## config.mk

```make
export PLATFORM = sky130hd
export DESIGN_NAME = dram_page_reader
export DESIGN_NICKNAME = d
export VERILOG_FILES = /design/src/rtl/dram_pkg.sv /design/src/rtl/strobe_age_timer.sv /design/src/rtl/refresh_scheduler.sv /design/src/rtl/dram_page_reader.sv
export SDC_FILE = /design/constraint.sdc
export NUM_CORES = 1
export LEC_CHECK = 0
export BUFFER_PORTS_ARGS = -buffer_cell sky130_fd_sc_hd__buf_4
export CORE_ASPECT_RATIO = 0.7
export CORE_MARGIN = 1.5
export CORE_UTILIZATION = 45
export CTS_CLUSTER_SIZE = 20
export DETAILED_ROUTE_END_ITERATION = 8
export MAX_ROUTING_LAYER = met4
export PLACE_DENSITY = 0.62
export SETUP_SLACK_MARGIN = 0.02
export SLEW_MARGIN = 20
export SYNTH_ARGS = -nofsm -noshare
export SYNTH_HDL_FRONTEND = slang
export SYNTH_SLANG_ARGS = --single-unit
```

## constraint.sdc

```tcl
create_clock -name clk -period 3.51 [get_ports clk]
set_clock_uncertainty 0.05 [all_clocks]
set_input_delay 0.702 -clock clk [delete_from_list [all_inputs] [get_ports clk]]
set_output_delay 0.702 -clock clk [all_outputs]
set_load 0.01 [all_outputs]
```

## src/rtl/dram_pkg.sv

```systemverilog
`timescale 1ns/1ps
package dram_pkg;
    typedef enum logic [2:0] {
        ST_IDLE,   // no row open, RAS high
        ST_ACT,    // RAS just fell, column goes out next
        ST_READ,   // CAS low, waiting for the access times
        ST_OPEN,   // row held open, CAS high
        ST_REF     // refresh row strobe in progress
    } ctl_state_e;
endpackage

```

## src/rtl/strobe_age_timer.sv

```systemverilog
`timescale 1ns/1ps
// Counts cycles since a strobe fell, saturating at LIMIT.
// age_o is the number of cycles elapsed by the next clock edge.
module strobe_age_timer #(
    parameter int LIMIT = 14,
    localparam int AW = $clog2(LIMIT + 1)
) (
    input  logic          clk,
    input  logic          rst_n,
    input  logic          fall_i,
    output logic [AW-1:0] age_o
);
    localparam logic [AW-1:0] LIM = AW'(LIMIT);

    logic [AW-1:0] age_d, age_q;

    always_comb begin
        if (fall_i)          age_d = AW'(1);
        else if (age_q < LIM) age_d = age_q + AW'(1);
        else                 age_d = age_q;
    end

    always_ff @(posedge clk) begin
        if (!rst_n) age_q <= LIM;
        else        age_q <= age_d;
    end

    assign age_o = age_q;
endmodule

```

## src/rtl/refresh_scheduler.sv

```systemverilog
`timescale 1ns/1ps
// Raises a pending flag once per INTERVAL cycles; a grant clears it.
module refresh_scheduler #(
    parameter int INTERVAL = 976,
    localparam int CW = $clog2(INTERVAL)
) (
    input  logic clk,
    input  logic rst_n,
    input  logic grant_i,
    output logic pend_o
);
    localparam logic [CW-1:0] LAST = CW'(INTERVAL - 1);

    logic [CW-1:0] cnt_d, cnt_q;
    logic          pend_d, pend_q;

    always_comb begin
        cnt_d  = (cnt_q == LAST) ? '0 : cnt_q + CW'(1);
        pend_d = pend_q;
        if (grant_i)        pend_d = 1'b0;
        if (cnt_q == LAST)  pend_d = 1'b1;
    end

    always_ff @(posedge clk) begin
        if (!rst_n) begin
            cnt_q  <= '0;
            pend_q <= 1'b0;
        end else begin
            cnt_q  <= cnt_d;
            pend_q <= pend_d;
        end
    end

    assign pend_o = pend_q;
endmodule

```

## src/rtl/dram_page_reader.sv

```systemverilog
`timescale 1ns/1ps
module dram_page_reader
    import dram_pkg::*;
#(
    parameter int HALF_W     = 10,
    parameter int DATA_W     = 16,
    parameter int T_CLK_NS   = 8,
    parameter int T_RAC_NS   = 60,
    parameter int T_RC_NS    = 110,
    parameter int T_CAC_NS   = 15,
    parameter int T_PC_NS    = 35,
    parameter int REFRESH_NS = 8_000_000
) (
    input  logic                  clk,
    input  logic                  rst_n,
    input  logic                  req_valid,
    output logic                  req_ready,
    input  logic [2*HALF_W-1:0]   req_addr,
    output logic                  rd_valid,
    output logic [DATA_W-1:0]     rd_data,
    output logic [HALF_W-1:0]     dram_addr,
    output logic                  dram_ras_n,
    output logic                  dram_cas_n,
    input  logic [DATA_W-1:0]     dram_dq
);
    localparam int ADDR_W  = 2 * HALF_W;
    localparam int RAC_CYC = (T_RAC_NS + T_CLK_NS - 1) / T_CLK_NS;
    localparam int RC_CYC  = (T_RC_NS  + T_CLK_NS - 1) / T_CLK_NS;
    localparam int CAC_CYC = (T_CAC_NS + T_CLK_NS - 1) / T_CLK_NS;
    localparam int PC_CYC  = (T_PC_NS  + T_CLK_NS - 1) / T_CLK_NS;
    localparam int ROWS    = 1 << HALF_W;
    localparam int REFI_CYC = REFRESH_NS / (ROWS * T_CLK_NS);
    localparam int RAS_LIM = (RC_CYC > RAC_CYC) ? RC_CYC : RAC_CYC;
    localparam int CAS_LIM = (PC_CYC > CAC_CYC) ? PC_CYC : CAC_CYC;
    localparam int RAS_AW  = $clog2(RAS_LIM + 1);
    localparam int CAS_AW  = $clog2(CAS_LIM + 1);
    localparam logic [RAS_AW-1:0] RC_T  = RAS_AW'(RC_CYC);
    localparam logic [RAS_AW-1:0] RAC_T = RAS_AW'(RAC_CYC);
    localparam logic [CAS_AW-1:0] PC_T  = CAS_AW'(PC_CYC);
    localparam logic [CAS_AW-1:0] CAC_T = CAS_AW'(CAC_CYC);

    typedef struct packed {
        ctl_state_e          state;
        logic                ras_n;
        logic                cas_n;
        logic [HALF_W-1:0]   addr;
        logic [HALF_W-1:0]   row;
        logic [HALF_W-1:0]   col;
        logic [HALF_W-1:0]   ref_row;
        logic                rd_valid;
        logic [DATA_W-1:0]   rd_data;
    } ctl_t;

    ctl_t q, d;
    logic [RAS_AW-1:0] ras_age;
    logic [CAS_AW-1:0] cas_age;
    logic              ref_pend, ref_grant, ready_c;
    logic [HALF_W-1:0] req_row, req_col;

    assign req_row = req_addr[ADDR_W-1:HALF_W];
    assign req_col = req_addr[HALF_W-1:0];

    strobe_age_timer #(.LIMIT(RAS_LIM)) ras_age_i (
        .clk(clk), .rst_n(rst_n), .fall_i(q.ras_n & ~d.ras_n), .age_o(ras_age));

    strobe_age_timer #(.LIMIT(CAS_LIM)) cas_age_i (
        .clk(clk), .rst_n(rst_n), .fall_i(q.cas_n & ~d.cas_n), .age_o(cas_age));

    refresh_scheduler #(.INTERVAL(REFI_CYC)) refresh_i (
        .clk(clk), .rst_n(rst_n), .grant_i(ref_grant), .pend_o(ref_pend));

    always_comb begin
        d           = q;
        d.rd_valid  = 1'b0;
        ref_grant   = 1'b0;
        ready_c     = 1'b0;
        unique case (q.state)
            ST_IDLE: begin
                if (ras_age >= RC_T) begin
                    if (ref_pend) begin
                        ref_grant = 1'b1;
                        d.ras_n   = 1'b0;
                        d.addr    = q.ref_row;
                        d.state   = ST_REF;
                    end else if (req_valid) begin
                        ready_c = 1'b1;
                        d.ras_n = 1'b0;
                        d.addr  = req_row;
                        d.row   = req_row;
                        d.col   = req_col;
                        d.state = ST_ACT;
                    end
                end
            end
            ST_ACT: begin
                if (cas_age >= PC_T) begin
                    d.cas_n = 1'b0;
                    d.addr  = q.col;
                    d.state = ST_READ;
                end
            end
            ST_READ: begin
                if (ras_age >= RAC_T && cas_age >= CAC_T) begin
                    d.rd_data  = dram_dq;
                    d.rd_valid = 1'b1;
                    d.cas_n    = 1'b1;
                    d.state    = ST_OPEN;
                end
            end
            ST_OPEN: begin
                if (ref_pend) begin
                    d.ras_n = 1'b1;
                    d.state = ST_IDLE;
                end else if (req_valid) begin
                    if (req_row == q.row) begin
                        if (cas_age >= PC_T) begin
                            ready_c = 1'b1;
                            d.cas_n = 1'b0;
                            d.addr  = req_col;
                            d.col   = req_col;
                            d.state = ST_READ;
                        end
                    end else begin
                        d.ras_n = 1'b1;
                        d.state = ST_IDLE;
                    end
                end
            end
            ST_REF: begin
                if (ras_age >= RAC_T) begin
                    d.ras_n   = 1'b1;
                    d.ref_row = q.ref_row + HALF_W'(1);
                    d.state   = ST_IDLE;
                end
            end
            default: d.state = ST_IDLE;
        endcase
    end

    always_ff @(posedge clk) begin
        if (!rst_n) begin
            q.state    <= ST_IDLE;
            q.ras_n    <= 1'b1;
            q.cas_n    <= 1'b1;
            q.addr     <= '0;
            q.row      <= '0;
            q.col      <= '0;
            q.ref_row  <= '0;
            q.rd_valid <= 1'b0;
            q.rd_data  <= '0;
        end else begin
            q <= d;
        end
    end

    assign req_ready  = ready_c;
    assign rd_valid   = q.rd_valid;
    assign rd_data    = q.rd_data;
    assign dram_addr  = q.addr;
    assign dram_ras_n = q.ras_n;
    assign dram_cas_n = q.cas_n;
endmodule

```

After elaboration in Yosys (flattened, before gate mapping)
Cells that the tools add are included.
- bitwise gates (word level): 6
- add/sub/neg operators: 4
- muxes and demuxes: 46
- reduce and logical (&&, ||, !) cells: 16
- $lt $le $gt $ge: 6
- equal/unequal tests: 18
- operators with widths (cell ; number):
    $mux 30 ; 2
    $mux 10 ; 5
    $mux 11 ; 4
    $pmux 10 s3 ; 1
    $mux 4 ; 7
    $add 10x1->10 const B ; 2
    $mux 20 ; 1
    $ne 2x2->1 const B ; 10
    $pmux 10 s2 ; 1
    $mux 17 ; 1
    $reduce_and 8->1 ; 2
    $mux 15 ; 1
    $mux 3 ; 5
    $pmux 3 s5 ; 1
    $mux 1 ; 14
    $eq 10x10->1 ; 1
    $eq 10x10->1 const B ; 1
    $ge 4x4->1 const B ; 2
    $reduce_bool 2->1 ; 4
    $eq 3x2->1 const B ; 2
    $ne 3x2->1 const B ; 2
    $pmux 1 s3 ; 2
    $reduce_and 2->1 ; 3
    $reduce_and 5->1 ; 1
    16 further kinds ; 21
- register bits: 80
- word-level logic and storage cells: 110

Longest topological paths before layout
Gate-level depths: netlist (run 1).
- depth in word-level cells: 9
- depth in mapped cells: 8
- depth with buffers taken out: 7

Hierarchy
Synthesis (run 1) repeated with hierarchy kept, for this count alone.
- cell total of the unflattened synthesis: 462
- area, all modules: 3965.1 sq um
- modules (own cells, without submodules) (module ; instances ; area each (sq um) ; cells an instance):
    dram_page_reader ; 1 ; 3168.0 ; 379
    refresh_scheduler ; 1 ; 485.5 ; 53
    strobe_age_timer at ras_age_i ; 1 ; 161.4 ; 16
    strobe_age_timer at cas_age_i ; 1 ; 150.1 ; 14

Least setup slack after synthesis (run 1)
Ideal clock, no wire load.
- path type: input port to output port
- start point: input port req_valid
- end point: output port req_ready
- stages on the path: 6
- setup slack: 1.072 ns
- path buffers: 2
- arrival time: 1.686 ns
- cells stage by stage: clkbuf_1 nand2b_1 nor3_1 nand4_1 clkbuf_1 nand2_1
- word-level cells in the longest chain between the ends: 4
- elaborated cells between the ends (all ways): 6
- those cells by class: mux (6)
- RTL lines (element ; line ; text):
    start: declaration ; dram_page_reader.sv:16 ; input logic req_valid,
    $mux 1 ; dram_page_reader.sv:85 ; end else if (req_valid) begin
    $mux 1 ; dram_page_reader.sv:80 ; if (ref_pend) begin
    $mux 1 ; dram_page_reader.sv:79 ; if (ras_age >= RC_T) begin
    $pmux 1 s2 (*) ; dram_page_reader.sv:77 ; unique case (q.state)
    end: declaration ; dram_page_reader.sv:17 ; output logic req_ready,
Every way passes the cells marked *; elsewhere a longest branch is shown, timed or not.

Worst setup path after layout (run 1)
- start point: register cas_age_i.age_q[1] (netlist: cas_age_i.age_o[1])
- end point: output port req_ready
- word-level cells in the longest chain between the ends: 6
- RTL lines (element ; line ; text):
    start: declaration ; strobe_age_timer.sv:15 ; logic [AW-1:0] age_d, age_q;
    start signal: assignment ; strobe_age_timer.sv:25 ; else age_q <= age_d;
    $ge 3x3->1 ; dram_page_reader.sv:116 ; if (cas_age >= PC_T) begin
    $mux 1 ; dram_page_reader.sv:116 ;
    $mux 1 ; dram_page_reader.sv:115 ; if (req_row == q.row) begin
    $mux 1 ; dram_page_reader.sv:114 ; end else if (req_valid) begin
    $mux 1 ; dram_page_reader.sv:111 ; if (ref_pend) begin
    $pmux 1 s2 ; dram_page_reader.sv:77 ;
No other way between the ends.

==> impl_metrics.json, run 1 <==
{
  "status": "finished, final reports clean",
  "slowest_stage": "o31ai_1",
  "gr-total-overflow": 0,
  "setup_tns_ps": 0,
  "design_area_um2": 4770,
  "grt_pass1_vias": 3223,
  "ys_ff_latch": 80,
  "syn_to_final_growth_pct": 17.2,
  "final_net_count": 570,
  "syn-num-nets": 544,
  "placed_cell_area_um2": 4430,
  "post-dp-hpwl_um": 7360,
  "htree_levels": 3,
  "clkSinkCount": 80,
  "synth_flop_cell": "dfxtp_1",
  "drtIter0Drc": 246,
  "ys_async_sr_fraction": 0,
  "initial_core_util": 0.472,
  "cp_slowest_stage_delay_ps": 510,
  "hold_class": "register to register",
  "rows": 28,
  "netlist_instances": 498,
  "die_area_um2": 9630,
  "grt_max_degree": 29,
  "multiInputGateArea_um2": 2090,
  "cts_made_buffers": 9,
  "finalCritPeriodShare": 0.827,
  "drv_cap": 0,
  "grt_pass1_wl_um": 16100,
  "clk_pin_slew_ps": 60,
  "tritoncts": "yes",
  "path_class": "register to output pin",
  "first_pass_iters": 5,
  "vias_per_cell": 5.59,
  "routedWlPerCell_um": 15.7,
  "crit_path_start_kind": "register",
  "finalNonFillerCells": 649,
  "crit_fanout": 8,
  "holdBufCountCts": 0,
  "n_antenna_cell": 0,
  "worstPathArrival_ps": 2150,
  "grt_usage": 0.230,
  "min_period_ps": 2900,
  "worst_slew_pin_slew_ps": 1060,
  "syn_area_um2": 4070,
  "slew_violations": 0,
  "num-fill-cells": 832,
  "clockBufferDepth": 2,
  "placedCellCount": 633,
  "mostFrequentLayoutCell": "nand2_1",
  "io_pins": 69,
  "cts_resized": 0,
  "wl_um": 10200,
  "ant_nets": 0,
  "setup_viol": 0,
  "seq_area_um2": 1600,
  "finalWeightedCongestion": 0.884,
  "antenna_found_initial": 0,
  "drc": 0,
  "endpoint_kind": "output pin",
  "ys_seq_area_frac": 0.393,
  "crit_chain": "inv_1 > ha_1 > o31ai_1 > nor3_1 > nand4_1 > nand2_1 > buf_4",
  "drive_gt1_frac": 0.206,
  "cts_root_buf": "clkbuf_16",
  "fp.dieH_um": 82.6,
  "rsz0062_at_grt": "no",
  "clk_latency_ps": 340,
  "worst_ir_drop_vdd_mv": 0.406,
  "die_w_um": 117,
  "synth_area_per_cell_um2": 8.17,
  "io_buffers": 68,
  "core_um2": 8620,
  "timing.slew.headroom": 0.286,
  "powerDensity_nw_per_um2": 776,
  "rrSetupSlack_ps": 940,
  "layout_common_cells": "nand2_1, dfxtp_1, buf_4, a21oi_1, nor2_1",
  "hold_violations": 0,
  "synth_edf_count": 0,
  "yosysUniqueCellTypes": 45,
  "critPathRequiredTime_ps": 2760,
  "post-cts-setup-buffers": 0,
  "yosys_warnings": 0,
  "num_vias": 3625,
  "power_leakage_uw": 0.00187,
  "max_freq_mhz": 344
}
==> routing by layer <==
metal / wire (µm) / global-route usage / share of wire
met5: 0 / - / 0
met4: 146 / 0.0795 / 0.014
met3: 788 / 0.0628 / 0.077
met2: 4240 / 0.323 / 0.41
met1: 5050 / 0.319 / 0.49
==> final cells by class <==
class / count / area share
sequential: 80 / 0.336
clock inverter: 6 / 0.0241
timing repair buffer: 74 / 0.116
multi-input combinational: 351 / 0.438
clock buffer: 10 / 0.0480
tap: 120 / 0.0315
inverter: 8 / 0.00630
==> state kept, by name, indices dropped and copies added, names as in the netlist <==
signal and count:
ras_age_i.age_o 4, dram_addr 10, dram_cas_n 1, refresh_i.cnt_q 10, refresh_i.pend_o 1, dram_ras_n 1
rd_valid 1, rd_data 16, cas_age_i.age_o 3, q 33
==> synth_stat cells (all sizes together) (2+ instances only) <==
cell,instances,share of area
nand2,85,0.078
dfxtp,80,0.39
a21oi,55,0.068
buf,45,0.074
nor2,31,0.029
nand3,26,0.032
xor2,21,0.045
o21ai,19,0.024
clkbuf,14,0.013
o211ai,14,0.027
a31oi,13,0.020
a22o,11,0.024
a211oi,10,0.031
and3,8,0.012
inv,8,0.0074
ha,7,0.022
nor3,7,0.0086
xnor2,7,0.015
nand4,6,0.0092
a21o,3,0.0055
a22oi,3,0.0055
nor4,3,0.012
a311oi,2,0.0058
nand2b,2,0.0031
nand3b,2,0.0037
nor2b,2,0.0031
o31ai,2,0.0037
or3,2,0.0031
==> final timing paths <==
| kind | start | to | depth (start not counted) |
|---|---|---|---|
| min | rd_data[4] | rd_data[4] | 2 |
| max reg2reg | refresh_i.pend_o | dram_addr[0] | 5 |
| min reg2reg | rd_data[4] | rd_data[4] | 2 |
| max | cas_age_i.age_o[1] | req_ready | 7 |
==> critical path: cells and delay by family (launching register included) <==
family / cells / cell delay [ps]
buffers and inverters: 2 / 260
AO/OA/AOI/OAI: 1 / 510
adder cells (fa/ha/maj): 1 / 210
AND/OR/NAND/NOR: 3 / 370
flip-flops: 1 / 460
==> where the power goes <==
part | switching, µW | internal [µW]
Sequential | 188 | 1100
Clock | 380 | 699
Combinational | 785 | 547
==> cells by family (layout without fill, tap and decap cells) <==
logic type,Yosys count,count (layout),synth area share
AOI/OAI and AO/OA,136,136,0.223
xor gates and xnor gates,28,28,0.0603
adders and majority gates,7,7,0.0215
buffers and inverters,67,98,0.0947
DFF,80,80,0.393
and+or+nand+nor,180,180,0.208
==> stage by stage <==
stage | total power [µW] | utilization | worst slack (ps) | hold slack [ps]
final | 3700 | 0.553 | 607 | 406
after CTS | 3700 | 0.553 | 639 | 407
after floorplan | 2310 | - | 1070 | 380
after global placement | 2590 | 0.514 | 889 | 393
after detailed placement | 2620 | 0.514 | 840 | 398
after global routing | 3920 | 0.553 | 390 | 428
Note: power is estimated with default switching activity, not from simulation.
==> inputs of run 2 (changes only) <==
--- a/config.mk
+++ b/config.mk
@@ -12,7 +12,7 @@
 export CTS_CLUSTER_SIZE = 20
 export DETAILED_ROUTE_END_ITERATION = 8
 export MAX_ROUTING_LAYER = met4
-export PLACE_DENSITY = 0.62
+export PLACE_DENSITY = 0.65
 export SETUP_SLACK_MARGIN = 0.02
 export SLEW_MARGIN = 20
 export SYNTH_ARGS = -nofsm -noshare
==> constraint.sdc (replaced) <==
create_clock -name clk -period 2.5 [get_ports clk]
set_clock_uncertainty 0.05 [all_clocks]
set_input_delay 0.5 -clock clk [delete_from_list [all_inputs] [get_ports clk]]
set_output_delay 0.5 -clock clk [all_outputs]
set_load 0.01 [all_outputs]
==> run 2 against run 1 <==
  * Critical path depth grew 1
  * First-iteration DRC count grew 62%
  * Total power grew 41%
  * Sequential power grew 36%
  * Combinational power grew 52%
  * Global-route usage shrank 0.064 points
  * Cell area grew 1.5%
  * Sequential share of layout area shrank 0.46 points
  * Final cell count grew 1.4%
  * Core utilization grew 0.86 points
  * Via count shrank 0.72%
  * Clock power grew 31%
  * Critical path type unchanged
  * Largest power group unchanged
  * Highest routed layer unchanged
==> impl_metrics.json, run 2 (synthesis gave the netlist of run 1 again) <==
{
  "slew_violations": 0,
  "clkSinkCount": 80,
  "ant_nets": 0,
  "routedWlPerCell_um": 15.6,
  "hold_class": "input pin to register",
  "layout_common_cells": "nand2_1, buf_4, dfxtp_1, a21oi_1, nor2_1",
  "hold_violations": 0,
  "fin_ws_ps": 138,
  "cp_slowest_stage_delay_ps": 400,
  "tritoncts": "yes",
  "setup_viol": 0,
  "setup_tns_ps": 0,
  "r2r-start": "ras_age_i.age_o[1]",
  "hold_path_depth": 3,
  "post-dp-hpwl_um": 7400,
  "worst_slew_pin_slew_ps": 1020,
  "place_ws_ps": 252,
  "grt_pass1_wl_um": 16400,
  "core_um2": 8620,
  "holdBufCountCts": 0,
  "fp.dieH_um": 82.6,
  "status": "finished, final reports clean",
  "powerDensity_nw_per_um2": 1070,
  "n_antenna_cell": 0,
  "drv_cap": 0,
  "worst_ir_drop_vdd_mv": 0.529,
  "rr_worst_depth": 7,
  "crit_chain": "inv_1 > ha_1 > o31ai_1 > buf_4 > nor3_2 > nand4_1 > nand2_1 > buf_4",
  "crit_path_start_kind": "register",
  "rows": 28,
  "reg.largest.list": "q x33, rd_data x16",
  "grt_pass1_vias": 3192,
  "worstPathArrival_ps": 1810,
  "grt_max_degree": 46,
  "timing.slew.headroom": 0.313,
  "critPathRequiredTime_ps": 1950,
  "power_leakage_uw": 0.00191,
  "clk_pin_slew_ps": 60,
  "finalCritPeriodShare": 0.945,
  "drtIter0Drc": 398,
  "max_freq_mhz": 423,
  "drc": 0,
  "htree_levels": 3,
  "worstSetupEndpoint": "req_ready",
  "wl_um": 10300,
  "grt_usage": 0.230,
  "mostFrequentLayoutCell": "nand2_1",
  "min_period_ps": 2360,
  "path_class": "register to output pin",
  "drive_gt1_frac": 0.227,
  "first_pass_iters": 5,
  "antenna_found_initial": 0,
  "die_w_um": 117,
  "io_buffers": 68,
  "cp-startpoint": "cas_age_i.age_o[1]",
  "rrSetupSlack_ps": 400,
  "vias_per_cell": 5.47,
  "initial_core_util": 0.472,
  "endpoint_kind": "output pin",
  "slowest_stage": "dfxtp_2",
  "reg2reg_to": "q[34]",
  "rsz0062_at_grt": "no",
  "die_area_um2": 9630,
  "crit_fanout": 8,
  "syn_to_final_growth_pct": 19.0,
  "cts_root_buf": "clkbuf_16",
  "clockBufferDepth": 2,
  "regMostFlops": "q",
  "gr-total-overflow": 0,
  "cts_made_buffers": 9,
  "num_vias": 3599,
  "cpMostUsedCell": "buf_4",
  "largest_register_ffs": 33,
  "finalWeightedCongestion": 0.828,
  "clk_latency_ps": 340,
  "final_net_count": 579,
  "io_pins": 69
}
## run 2: power by group
part           total (µW)  switching [µW]  internal [µW]
Sequential           1760             215           1550
Combinational        2020            1170            850
Clock                1420             515            906
Total                5200            1900           3310
## run 2: worst max-delay path: cells and delay by family, from the launching register on
family,cells,cell delay [ps]
AO/OA/AOI/OAI,1,220
adder cells (fa/ha/maj),1,200
buffers and inverters,3,420
flip-flops,1,400
AND/OR/NAND/NOR,3,240
## run 2: final cells by class
type | count | area (µm²)
tap | 120 | 150
clock inverter | 4 | 76.3
multi-input combinational | 351 | 2100
inverter | 8 | 30.0
fill | 821 | 3770
clock buffer | 12 | 246
timing repair buffer | 83 | 636
sequential | 80 | 1600
## run 2: worst min-delay path by stage
stage	start	end
6_report	dram_dq[10]	rd_data[10]
5_1_grt	dram_dq[15]	rd_data[15]
4_1_cts	dram_dq[10]	rd_data[10]
3_5_place_dp	rd_data[11]	rd_data[11]
3_3_place_gp	rd_data[1]	rd_data[1]
2_1_floorplan	refresh_i.cnt_q[0]	refresh_i.cnt_q[0]
## run 2: what timing repair did
action | CTS | global route
endpoints found under the setup margin | 0 | 27
buffers inserted | 0 | 1
gates resized for setup | 0 | 5
## run 2: layer usage
metal	vias to the layer above	wire length (µm)	GRT usage
met2	141	4200	0.319
met4	0	90	0.0578
li1	1786	-	-
met5	-	0	-
met1	1662	5080	0.326
met3	10	888	0.0664
## run 2: per-stage QoR
stage | power [µW] | hold WS (ps) | cell area (µm²) | utilization | cells
final | 5200 | 356 | 4840 | 0.562 | 658
after global routing | 5530 | 352 | 4840 | 0.562 | 658
after CTS | 5210 | 347 | 4820 | 0.559 | 657
after detailed placement | 3760 | 398 | 4500 | 0.522 | 641
after global placement | 3710 | 393 | 4500 | 0.522 | 641
after floorplan | 3240 | 380 | 4070 | - | 498
